[config.mk]
export PLATFORM = sky130hd
export DESIGN_NAME = ivp_arbiter
export DESIGN_NICKNAME = d
export VERILOG_FILES = /design/src/rtl/ivp_pkg.sv /design/src/rtl/ivp_first_pick.sv /design/src/rtl/ivp_run_select.sv /design/src/rtl/ivp_halt_select.sv /design/src/rtl/ivp_arbiter.sv
export SDC_FILE = /design/constraint.sdc
export NUM_CORES = 1
export LEC_CHECK = 0
export ABC_AREA = 0
export CORE_MARGIN = 2
export CORE_UTILIZATION = 44
export CTS_BUF_LIST = sky130_fd_sc_hd__clkbuf_2
export DETAILED_ROUTE_END_ITERATION = 12
export GPL_TIMING_DRIVEN = 0
export PLACE_DENSITY = 0.87
export SLEW_MARGIN = 30
export SYNTH_ARGS = -nofsm -noshare
export SYNTH_HDL_FRONTEND = slang
export SYNTH_HIERARCHICAL = 1
export SYNTH_SLANG_ARGS = --single-unit
[constraint.sdc]
create_clock -name clk -period 1.42 [get_ports clk]
set_clock_uncertainty 0.15 [all_clocks]
set_input_delay 0.213 -clock clk [delete_from_list [all_inputs] [get_ports clk]]
set_output_delay 0.213 -clock clk [all_outputs]
set_load 0.01 [all_outputs]
[src/rtl/ivp_pkg.sv]
package ivp_pkg;
    localparam int IVP_NSRC = 17;
    localparam int IVP_IDW  = 5;

    localparam int SRC_RESET  = 0;
    localparam int SRC_MCHK   = 1;
    localparam int SRC_HDEC   = 2;
    localparam int SRC_HVIRT  = 3;
    localparam int SRC_EXT    = 4;
    localparam int SRC_CEXT   = 5;
    localparam int SRC_WDOG   = 6;
    localparam int SRC_CDBELL = 7;
    localparam int SRC_FIT    = 8;
    localparam int SRC_PIT    = 9;
    localparam int SRC_DEC    = 10;
    localparam int SRC_PDBELL = 11;
    localparam int SRC_HDBELL = 12;
    localparam int SRC_PERF   = 13;
    localparam int SRC_THERM  = 14;
    localparam int SRC_EBB    = 15;
    localparam int SRC_HMAINT = 16;

    typedef enum logic [1:0] {
        MODE_RUN,
        MODE_HALT_GATED,
        MODE_HALT_OPEN,
        MODE_HALT_QUIET
    } arb_mode_e;

    typedef struct packed {
        logic ee;
        logic hv;
        logic pr;
        logic ce;
        logic resume_rst;
        logic ebb_ge;
        logic hv_present;
    } core_state_t;

    typedef struct packed {
        logic wk_ext;
        logic wk_dec;
        logic wk_fault;
        logic wk_pdb;
        logic wk_hdb;
        logic wk_hvirt;
        logic hdec_ie;
        logic hvirt_ie;
        logic hext_blk;
        logic ext_route;
    } part_ctl_t;
endpackage

[src/rtl/ivp_first_pick.sv]
module ivp_first_pick #(
    parameter int NSRC = 17,
    parameter int IDW  = 5
) (
    input  logic [NSRC-1:0] elig,
    output logic [IDW-1:0]  id,
    output logic            valid
);
    always_comb begin
        id    = '0;
        valid = 1'b0;
        for (int i = NSRC - 1; i >= 0; i--) begin
            if (elig[i]) begin
                id    = IDW'(i + 1);
                valid = 1'b1;
            end
        end
    end
endmodule

[src/rtl/ivp_run_select.sv]
module ivp_run_select
    import ivp_pkg::*;
#(
    parameter int NSRC = IVP_NSRC
) (
    input  logic [NSRC-1:0] pend,
    input  core_state_t     cs,
    input  part_ctl_t       pc,
    output logic [NSRC-1:0] elig
);
    logic async_ok;
    logic hyp_guard;
    logic hv_blocked;

    always_comb begin
        async_ok   = cs.ee | cs.resume_rst;
        hyp_guard  = async_ok | ~cs.hv;
        hv_blocked = pc.hext_blk & cs.hv & ~cs.pr;
        elig       = '0;

        elig[SRC_RESET]  = pend[SRC_RESET];
        elig[SRC_MCHK]   = pend[SRC_MCHK];
        elig[SRC_HDEC]   = pend[SRC_HDEC]  & pc.hdec_ie  & hyp_guard;
        elig[SRC_HVIRT]  = pend[SRC_HVIRT] & pc.hvirt_ie & hyp_guard;
        elig[SRC_EXT]    = pend[SRC_EXT] &
                           ((async_ok & ~hv_blocked) |
                            (cs.hv_present & ~cs.hv & ~pc.ext_route));
        elig[SRC_CEXT]   = pend[SRC_CEXT] & cs.ce;
        elig[SRC_WDOG]   = pend[SRC_WDOG]   & async_ok;
        elig[SRC_CDBELL] = pend[SRC_CDBELL] & async_ok;
        elig[SRC_FIT]    = pend[SRC_FIT]    & async_ok;
        elig[SRC_PIT]    = pend[SRC_PIT]    & async_ok;
        elig[SRC_DEC]    = pend[SRC_DEC]    & async_ok;
        elig[SRC_PDBELL] = pend[SRC_PDBELL] & async_ok;
        elig[SRC_HDBELL] = pend[SRC_HDBELL] & async_ok;
        elig[SRC_PERF]   = pend[SRC_PERF]   & async_ok;
        elig[SRC_THERM]  = pend[SRC_THERM]  & async_ok;
        elig[SRC_EBB]    = pend[SRC_EBB] & async_ok & cs.pr & cs.ebb_ge;
        elig[SRC_HMAINT] = 1'b0;
    end
endmodule

[src/rtl/ivp_halt_select.sv]
module ivp_halt_select
    import ivp_pkg::*;
#(
    parameter int NSRC = IVP_NSRC,
    parameter int IDW  = IVP_IDW
) (
    input  logic [NSRC-1:0] pend,
    input  core_state_t     cs,
    input  part_ctl_t       pc,
    output logic [IDW-1:0]  id,
    output logic            valid
);
    localparam int NWAKE = 7;
    localparam int WAKE_ORDER [NWAKE] = '{SRC_EXT, SRC_DEC, SRC_MCHK, SRC_HMAINT,
                                         SRC_PDBELL, SRC_HDBELL, SRC_HVIRT};

    logic [NWAKE-1:0] gate;

    always_comb begin
        gate[0] = pc.wk_ext & ~(pc.hext_blk & cs.hv & ~cs.pr);
        gate[1] = pc.wk_dec;
        gate[2] = pc.wk_fault;
        gate[3] = pc.wk_fault;
        gate[4] = pc.wk_pdb;
        gate[5] = pc.wk_hdb;
        gate[6] = pc.wk_hvirt;
    end

    always_comb begin
        id    = '0;
        valid = 1'b0;
        for (int k = NWAKE - 1; k >= 0; k--) begin
            if (pend[WAKE_ORDER[k]] && gate[k]) begin
                id    = IDW'(WAKE_ORDER[k] + 1);
                valid = 1'b1;
            end
        end
    end
endmodule

[src/rtl/ivp_arbiter.sv]
module ivp_arbiter
    import ivp_pkg::*;
#(
    parameter int NSRC = IVP_NSRC,
    parameter int IDW  = IVP_IDW
) (
    input  logic            clk,
    input  logic            rst_n,
    input  logic [NSRC-1:0] pend,
    input  logic            ee,
    input  logic            hv,
    input  logic            pr,
    input  logic            ce,
    input  logic            halted,
    input  logic            exit_ctl,
    input  logic            resume_rst,
    input  logic            ebb_ge,
    input  logic            hv_present,
    input  logic            wk_ext,
    input  logic            wk_dec,
    input  logic            wk_fault,
    input  logic            wk_pdb,
    input  logic            wk_hdb,
    input  logic            wk_hvirt,
    input  logic            hdec_ie,
    input  logic            hvirt_ie,
    input  logic            hext_blk,
    input  logic            ext_route,
    output logic [IDW-1:0]  irq_id,
    output logic            irq_valid,
    output logic            wake
);
    localparam logic [NSRC-1:0] SYS_MASK = ~(NSRC'(1) << SRC_EBB);
    localparam logic [IDW-1:0]  RESET_ID = IDW'(SRC_RESET + 1);

    core_state_t     cs;
    part_ctl_t       pc;
    arb_mode_e       mode;
    logic [NSRC-1:0] run_elig;
    logic [IDW-1:0]  run_id;
    logic            run_valid;
    logic [IDW-1:0]  halt_id;
    logic            halt_valid;
    logic [IDW-1:0]  sel_id;
    logic            sel_valid;
    logic            wake_d;

    assign cs = '{ee: ee, hv: hv, pr: pr, ce: ce, resume_rst: resume_rst,
                  ebb_ge: ebb_ge, hv_present: hv_present};
    assign pc = '{wk_ext: wk_ext, wk_dec: wk_dec, wk_fault: wk_fault,
                  wk_pdb: wk_pdb, wk_hdb: wk_hdb, wk_hvirt: wk_hvirt,
                  hdec_ie: hdec_ie, hvirt_ie: hvirt_ie,
                  hext_blk: hext_blk, ext_route: ext_route};

    ivp_run_select #(.NSRC(NSRC)) u_run (
        .pend (pend),
        .cs   (cs),
        .pc   (pc),
        .elig (run_elig)
    );

    ivp_first_pick #(.NSRC(NSRC), .IDW(IDW)) u_pick (
        .elig  (run_elig),
        .id    (run_id),
        .valid (run_valid)
    );

    ivp_halt_select #(.NSRC(NSRC), .IDW(IDW)) u_halt (
        .pend  (pend),
        .cs    (cs),
        .pc    (pc),
        .id    (halt_id),
        .valid (halt_valid)
    );

    always_comb begin
        if (!halted)       mode = MODE_RUN;
        else if (exit_ctl) mode = MODE_HALT_GATED;
        else if (ee)       mode = MODE_HALT_OPEN;
        else               mode = MODE_HALT_QUIET;
    end

    always_comb begin
        sel_id    = '0;
        sel_valid = 1'b0;
        unique case (mode)
            MODE_RUN, MODE_HALT_OPEN: begin
                sel_id    = run_id;
                sel_valid = run_valid;
            end
            MODE_HALT_GATED: begin
                sel_id    = halt_id;
                sel_valid = halt_valid;
            end
            MODE_HALT_QUIET: begin
                sel_id    = '0;
                sel_valid = 1'b0;
            end
        endcase
        if (pend[SRC_RESET]) begin
            sel_id    = RESET_ID;
            sel_valid = 1'b1;
        end
        wake_d = (mode != MODE_RUN) &&
                 (sel_valid || (!exit_ctl && |(pend & SYS_MASK)));
    end

    always_ff @(posedge clk or negedge rst_n) begin
        if (!rst_n) begin
            irq_id    <= '0;
            irq_valid <= 1'b0;
            wake      <= 1'b0;
        end else begin
            irq_id    <= sel_id;
            irq_valid <= sel_valid;
            wake      <= wake_d;
        end
    end
endmodule

==> results of run 1 <==
## flip-flops by register name (all words and copies together) (netlist names)
name and count:
irq_valid 1, irq_id 5, wake 1
## final cells by class
| class | count | area, um2 | share of cell area |
|---|---|---|---|
| Multi-Input combinational cell | 97 | 835 | 0.499 |
| Buffer | 6 | 58.8 | 0.0352 |
| Inverter | 6 | 22.5 | 0.0135 |
| Tap cell | 27 | 33.8 | 0.0202 |
| Clock buffer | 4 | 20.0 | 0.0120 |
| Sequential cell | 7 | 175 | 0.105 |
| Timing Repair Buffer | 57 | 527 | 0.315 |
## stage by stage
step                power, mW  hold slack (ns)  setup slack (ns)
global route            0.873           0.0406            -0.446
finish                  0.841           0.0413            -0.443
detailed placement      0.577            0.270             -1.02
floorplan               0.402           -0.233            -0.267
CTS                     0.781           0.0298            -0.250
global placement        0.567            0.266            -0.984
## what timing repair did
item                       4_1_cts  5_1_grt
buffers inserted                 8        6
pin swaps                       22       14
hold endpoints to repair         2        0
gates resized for setup         86       17
setup endpoints to repair       14        7
hold buffers                     2        0
gates cloned                     1        0
## cells by family after synthesis
kind of cell | count (synthesis) | share of synthesized area
other cells | 1 | 0.00423
buf+inv | 12 | 0.0747
simple gates | 62 | 0.430
compound gates | 34 | 0.293
flops | 7 | 0.197
## power by group
part / internal, mW / total, mW / leakage, nW / switching, mW
clock: 0.0747 / 0.167 / 0.0166 / 0.0922
combinational: 0.231 / 0.461 / 0.628 / 0.230
sequential: 0.210 / 0.214 / 0.0860 / 0.00371
total: 0.515 / 0.841 / 0.730 / 0.326
## per-layer routing
layer / routed length [um] / vias up
li1: - / 550
met1: 1540 / 590
met2: 1970 / 118
met3: 413 / 19
met4: 191 / 0
met5: 0 / -
## how the worst max path moves through the flow
stage / slack [ns] / from / to
floorplan: -0.27 / ee / wake$_DFF_PN0_
global placement: -0.98 / ee / irq_id[0]$_DFF_PN0_
detailed placement: -1.02 / ee / irq_id[0]$_DFF_PN0_
CTS: -0.25 / resume_rst / wake$_DFF_PN0_
global route: -0.45 / ee / wake$_DFF_PN0_
finish: -0.44 / ee / irq_id[0]$_DFF_PN0_
## cell usage in the layout (no fill, tap or decap), drive strengths merged, types with 2 or more instances in the layout
master | netlist | routed
dlygate4sd3 | 0 | 2
nor2b | 11 | 11
a211oi | 2 | 2
dfrtp | 7 | 7
dlymetal6s2s | 0 | 2
nand2 | 13 | 13
dlygate4sd2 | 0 | 20
a2111oi | 2 | 2
nor2 | 12 | 12
buf | 6 | 27
o21ai | 9 | 9
nor3 | 3 | 3
nand4 | 3 | 3
nor4 | 7 | 7
a21oi | 9 | 9
nor3b | 2 | 2
a31oi | 2 | 2
nand3 | 5 | 5
inv | 6 | 6
clkbuf | 0 | 4
and2 | 2 | 2
clkdlybuf4s50 | 0 | 12
==> qor.txt, run 1 <==
=================================================================================
Count of antenna diodes in the layout ..............................            0
Crit path cell chain ............................................... buf_8 -> nor2_4 -> buf_4 -> buf_6 -> a2111oi_4 -> a2111oi_4 -> o41a_1 -> o41ai_2 -> o21ai_1 -> nand2_1
Maximum number of pins on one net before global-route repair .......           10
WHS Path Cells .....................................................            3
RSZ-0062 raised after global routing ...............................          yes
Most Used Layer, Global Route ......................................         met2
Count of nets left with antenna violations after detail routing ....            0
Number of distinct library cells after synthesis ...................           40
Layout filler cell count ...........................................          102
Slowest cell on crit path ..........................................    a2111oi_4
Non-filler cells, final ............................................          204
Most common cell in the netlist ....................................      nand2_1
Number of H-tree levels ............................................            1
Share of flip-flops with an asynchronous set or reset ..............         1.00
Logic depth of the worst path, buffers included ....................           10
Met1 track demand over resource in global routing ..................        0.382
Number of antenna violations at the first check in global routing ..            0
Ys flop type .......................................................      dfrtp_1
Final worst path period need .......................................      1.86 ns
Per-instance average area after synthesis ..........................     7.65 um2
Violation count after the first detailed-route iteration ...........           42
Cells taking the most area after synthesis ......................... dfrtp_1, nor2b_1, nand2_1, a21oi_1, nor2_1
Slew at the pin with the worst max-slew slack ......................     0.654 ns
Via-per-instance ratio .............................................         6.26
Number of design rule violations left after detail routing .........            0
Number of vias in the routed layout ................................         1277
Final core area utilization ........................................        0.870
Buffer type at the clock tree root .................................     clkbuf_2
Max rail drop VDD ..................................................   0.000715 V
Type of the worst min-delay path ................................... input port to flip-flop
Library cell occupying the most area in the post-synthesis netlist .      dfrtp_1
Height of the die ..................................................      48.9 um
Arrival time of the worst setup path ...............................      1.92 ns
Power Density ......................................................   503 mW/mm2
Biggest cell delay along the critical path .........................      0.60 ns
Final Slew Violations ..............................................            0
Drt pass-1 iters ...................................................            4
Top-level I/O count ................................................           45
Sequential element share of the synthesized area ...................        0.197
Layout Cell Area excl Fill .........................................  0.00167 mm2
NumNets Final ......................................................          216
Cell Rows ..........................................................           16
Wire length of the first global-routing pass .......................      5.88 mm
Top post-synthesis cells by count .................................. nand2_1, nor2_1, nor2b_1
Area growth from synthesis to final layout .........................        88.4%
Critical Path Fanout Max ...........................................            4
Final hold violations ..............................................            0
HPWL after detailed placement ......................................      2.22 mm
Die ar. ............................................................  0.00239 mm2
Post-synth net total ...............................................          154
Most repeated library cell on the critical path ....................    a2111oi_4
Yosys warning total ................................................            6
Minimum setup slack in the final design ............................    -0.443 ns
Number of global-route vias before repair ..........................         1191
Count of flip-flops with a built-in enable after synthesis .........            0
Post-Synthesis Cell Area ...........................................      887 um2
Crit path kind ..................................................... input port to flip-flop
Setup-failing EPs final ............................................            7
WHS Endpoint ....................................................... irq_id[0]$_DFF_PN0_
Hold Startpoint ....................................................      pend[0]
Global-route track usage on met3 ...................................       0.0859
GRT met2 Usage .....................................................        0.594
CTS clk-pin slew, worst paths ......................................      0.08 ns
Violated checks .................................................... negative setup slack
Synthesized flop and latch total ...................................            7
Area fraction of the dominant cell type after synthesis ............        0.197
Critical path's top delay family ................................... compound AO/OA/AOI/OAI gates
Placed Cells incl. Taps ............................................          185
Fraction of layout cells with a size suffix above 1 ................        0.429
Nature of the critical path endpoint ...............................    flip-flop
Final worst-path cycle share .......................................         1.31
Achievable frequency ...............................................      537 MHz
CTS tree ...........................................................        built
Max-slew headroom ..................................................        0.564
Total placed instance area .........................................  0.00140 mm2
GR Util All Layers .................................................        0.326
Number of buffer and inverter instances along the worst setup path .            3
Routed wire length per instance ....................................      20.2 um
Static Leak ........................................................     0.730 nW
Final weighted congestion in routability-driven placement ..........        0.855
IO Port Bufs .......................................................           42
Congestion Overflow GR .............................................            0
Result of the run .................................................. finished with violations
Core footprint .....................................................  0.00192 mm2
Maximum root-to-sink buffer count ..................................            2
Number of buffers inserted during clock tree synthesis .............            3
Initial cell density of the core ...................................        0.462
Width of the die ...................................................      48.9 um
# Max-Cap Violations ...............................................            0
Number of sinks driven by the clock tree ...........................            7
Data required, critical path .......................................      1.47 ns
Routed WL ..........................................................      4.12 mm
Gate Count Post-Synth ..............................................          116
Type of origin of the critical path ................................   input port
Sum of negative setup slack ........................................     -2.54 ns
=================================================================================
Note: power is estimated with default switching activity, not from simulation.
==> run 2: changes to the inputs <==
- ABC_CLOCK_PERIOD_IN_PS: default -> 1420
==> results of run 2 <==
The final DEF is identical to that of run 1; final timing and power are the same.
==> run 3: changes to the inputs <==
- SETUP_SLACK_MARGIN: default -> 0.4
==> run 3 against run 2 <==
The run still ends with negative setup slack left. Worst hold slack improved by 0.039 ns. Non-clock buffer count fell by 5. Largest cell class unchanged. Global-route usage shrank 1.9 points. Routed wire length fell by 8.7%. Core utilization down 3.1 points.
==> qor.txt, run 3 (synthesis results as in run 1) <==
=================================================================================
Final core area utilization ........................................        0.839   was 0.870
Violation count after the first detailed-route iteration ...........           70   was 42
Worst hold margin ..................................................    0.0803 ns   was 0.0413 ns
Routed wire length per instance ....................................      18.9 um   was 20.2 um
Slowest cell on crit path ..........................................       nor4_4   was a2111oi_4
Crit path kind ..................................................... input port to flip-flop   unchanged
Number of vias in the routed layout ................................         1212   was 1277
Initial cell density of the core ...................................        0.462   unchanged
Core footprint .....................................................  0.00192 mm2   unchanged
Max FFs per register ...............................................            5   unchanged
Violated checks .................................................... negative setup slack   unchanged
Final Slew Violations ..............................................            0   unchanged
CTS clk-pin slew, worst paths ......................................      0.09 ns   was 0.08 ns
Top library cells by usage in the layout, fill and taps aside ...... clkdlybuf4s50_1, buf_2, nand2_1   was dlygate4sd2_1, buf_4, clkdlybuf4s50_1
Area growth from synthesis to final layout .........................        81.7%   was 88.4%
Congestion Overflow GR .............................................            0   unchanged
Top-level I/O count ................................................           45   unchanged
Final worst-path cycle share .......................................         1.34   was 1.31
Width of the die ...................................................      48.9 um   unchanged
Number of global-route vias before repair ..........................         1174   was 1191
Arrival time of the worst setup path ...............................      1.89 ns   was 1.92 ns
Number of design rule violations left after detail routing .........            0   unchanged
NumNets Final ......................................................          211   was 216
Number of sinks driven by the clock tree ...........................            7   unchanged
Sum of negative setup slack ........................................     -2.07 ns   was -2.54 ns
GR Util All Layers .................................................        0.306   was 0.326
Cell Rows ..........................................................           16   unchanged
Routed WL ..........................................................      3.76 mm   was 4.12 mm
Number of H-tree levels ............................................            1   unchanged
Via-per-instance ratio .............................................         6.09   was 6.26
Critical Path Fanout Max ...........................................            5   was 4
Fraction of layout cells with a size suffix above 1 ................        0.442   was 0.429
Wire length of the first global-routing pass .......................      5.55 mm   was 5.88 mm
Final worst path period need .......................................      1.90 ns   was 1.86 ns
CTS tree ...........................................................        built   unchanged
Final weighted congestion in routability-driven placement ..........        0.855   unchanged
RSZ-0062 raised after global routing ...............................          yes   unchanged
Count of nets left with antenna violations after detail routing ....            0   unchanged
Type of the worst min-delay path ................................... input port to asynchronous set/reset pin   was input port to flip-flop
Reg with most FFs ..................................................       irq_id   unchanged
Data required, critical path .......................................      1.40 ns   was 1.47 ns
Type of origin of the critical path ................................   input port   unchanged
Die ar. ............................................................  0.00239 mm2   unchanged
Height of the die ..................................................      48.9 um   unchanged
Drt pass-1 iters ...................................................            4   unchanged
Max rail drop VDD ..................................................   0.000578 V   was 0.000715 V
Maximum root-to-sink buffer count ..................................            2   unchanged
Most repeated library cell on the critical path ....................        buf_8   was a2111oi_4
Count of antenna diodes in the layout ..............................            0   unchanged
Static Leak ........................................................     0.687 nW   was 0.730 nW
Biggest cell delay along the critical path .........................      0.33 ns   was 0.60 ns
Number of buffers inserted during clock tree synthesis .............            3   unchanged
HPWL after detailed placement ......................................      2.22 mm   unchanged
# Max-Cap Violations ...............................................            0   unchanged
Overall power consumption ..........................................     0.819 mW   was 0.841 mW
Most common library cell in the layout ignoring fill and taps ...... clkdlybuf4s50_1   was dlygate4sd2_1
IO Port Bufs .......................................................           42   unchanged
Final hold violations ..............................................            0   unchanged
Power Density ......................................................   508 mW/mm2   was 503 mW/mm2
Registers with the highest flip-flop counts ........................ irq_id: 5 flops, irq_valid: 1 flops, wake: 1 flops   unchanged
Non-filler cells, final ............................................          199   was 204
Setup-failing EPs final ............................................            7   unchanged
Number of buffer and inverter instances along the worst setup path .            2   was 3
Maximum number of pins on one net before global-route repair .......           10   unchanged
Buffer type at the clock tree root .................................     clkbuf_2   unchanged
Crit path cell chain ............................................... buf_8 -> nor2_4 -> buf_8 -> nor2b_4 -> nor4_4 -> and2b_1 -> nand4_1 -> a221oi_2 -> o2bb2ai_2   was buf_8 -> nor2_4 -> buf_4 -> buf_6 -> a2111oi_4 -> a2111oi_4 -> o41a_1 -> o41ai_2 -> o21ai_1 -> nand2_1
Nature of the critical path endpoint ...............................    flip-flop   unchanged
Achievable frequency ...............................................      525 MHz   was 537 MHz
Placed Cells incl. Taps ............................................          185   unchanged
Critical path's top delay family ................................... simple AND/OR/NAND/NOR gates   was compound AO/OA/AOI/OAI gates
Minimum setup slack in the final design ............................    -0.485 ns   was -0.443 ns
Result of the run .................................................. finished with violations   unchanged
Number of antenna violations at the first check in global routing ..            0   unchanged
=================================================================================
## run 3: layout make-up
class                           instances  area (um2)
Buffer                                  6        53.8
Clock buffer                            4        20.0
Fill cell                             110         310
Inverter                                6        22.5
Multi-Input combinational cell         97         827
Sequential cell                         7         175
Tap cell                               27        33.8
Timing Repair Buffer                   52         479
## run 3: worst max-delay path by stage
stage,start,end,depth (start not counted)
finish,ee,wake$_DFF_PN0_,9
detailed placement,ee,irq_id[0]$_DFF_PN0_,10
CTS,resume_rst,irq_id[0]$_DFF_PN0_,8
global route,ee,wake$_DFF_PN0_,9
global placement,ee,irq_id[0]$_DFF_PN0_,10
floorplan,ee,wake$_DFF_PN0_,8
## run 3: per-layer routing
| metal | up-vias | share of wire | track usage |
|---|---|---|---|
| li1 | 540 | - | - |
| met1 | 533 | 0.36 | 0.338 |
| met2 | 112 | 0.47 | 0.541 |
| met3 | 27 | 0.11 | 0.104 |
| met4 | 0 | 0.057 | 0.110 |
| met5 | - | 0 | 0 |
## run 3: report_power, final
group          total (mW)  internal [mW]  switching (mW)
clock network       0.159         0.0749          0.0838
registers           0.214          0.210         0.00389
logic               0.447          0.225           0.222
## run 3: timing repair
item / CTS / global route
gates resized for setup: 101 / 16
cloned: 1 / 0
hold buffers: 2 / 0
buffers inserted: 6 / 1
pin swaps: 22 / 10
endpoints found under the setup margin: 14 / 14
endpoints found under the hold margin: 2 / 0
## run 3: through the flow
stage / cell area (um2) / setup slack [ns]
floorplan: 943 / -0.267
global route: 1610 / -0.521
detailed placement: 1400 / -1.02
CTS: 1570 / -0.260
finish: 1610 / -0.485
global placement: 1400 / -0.984
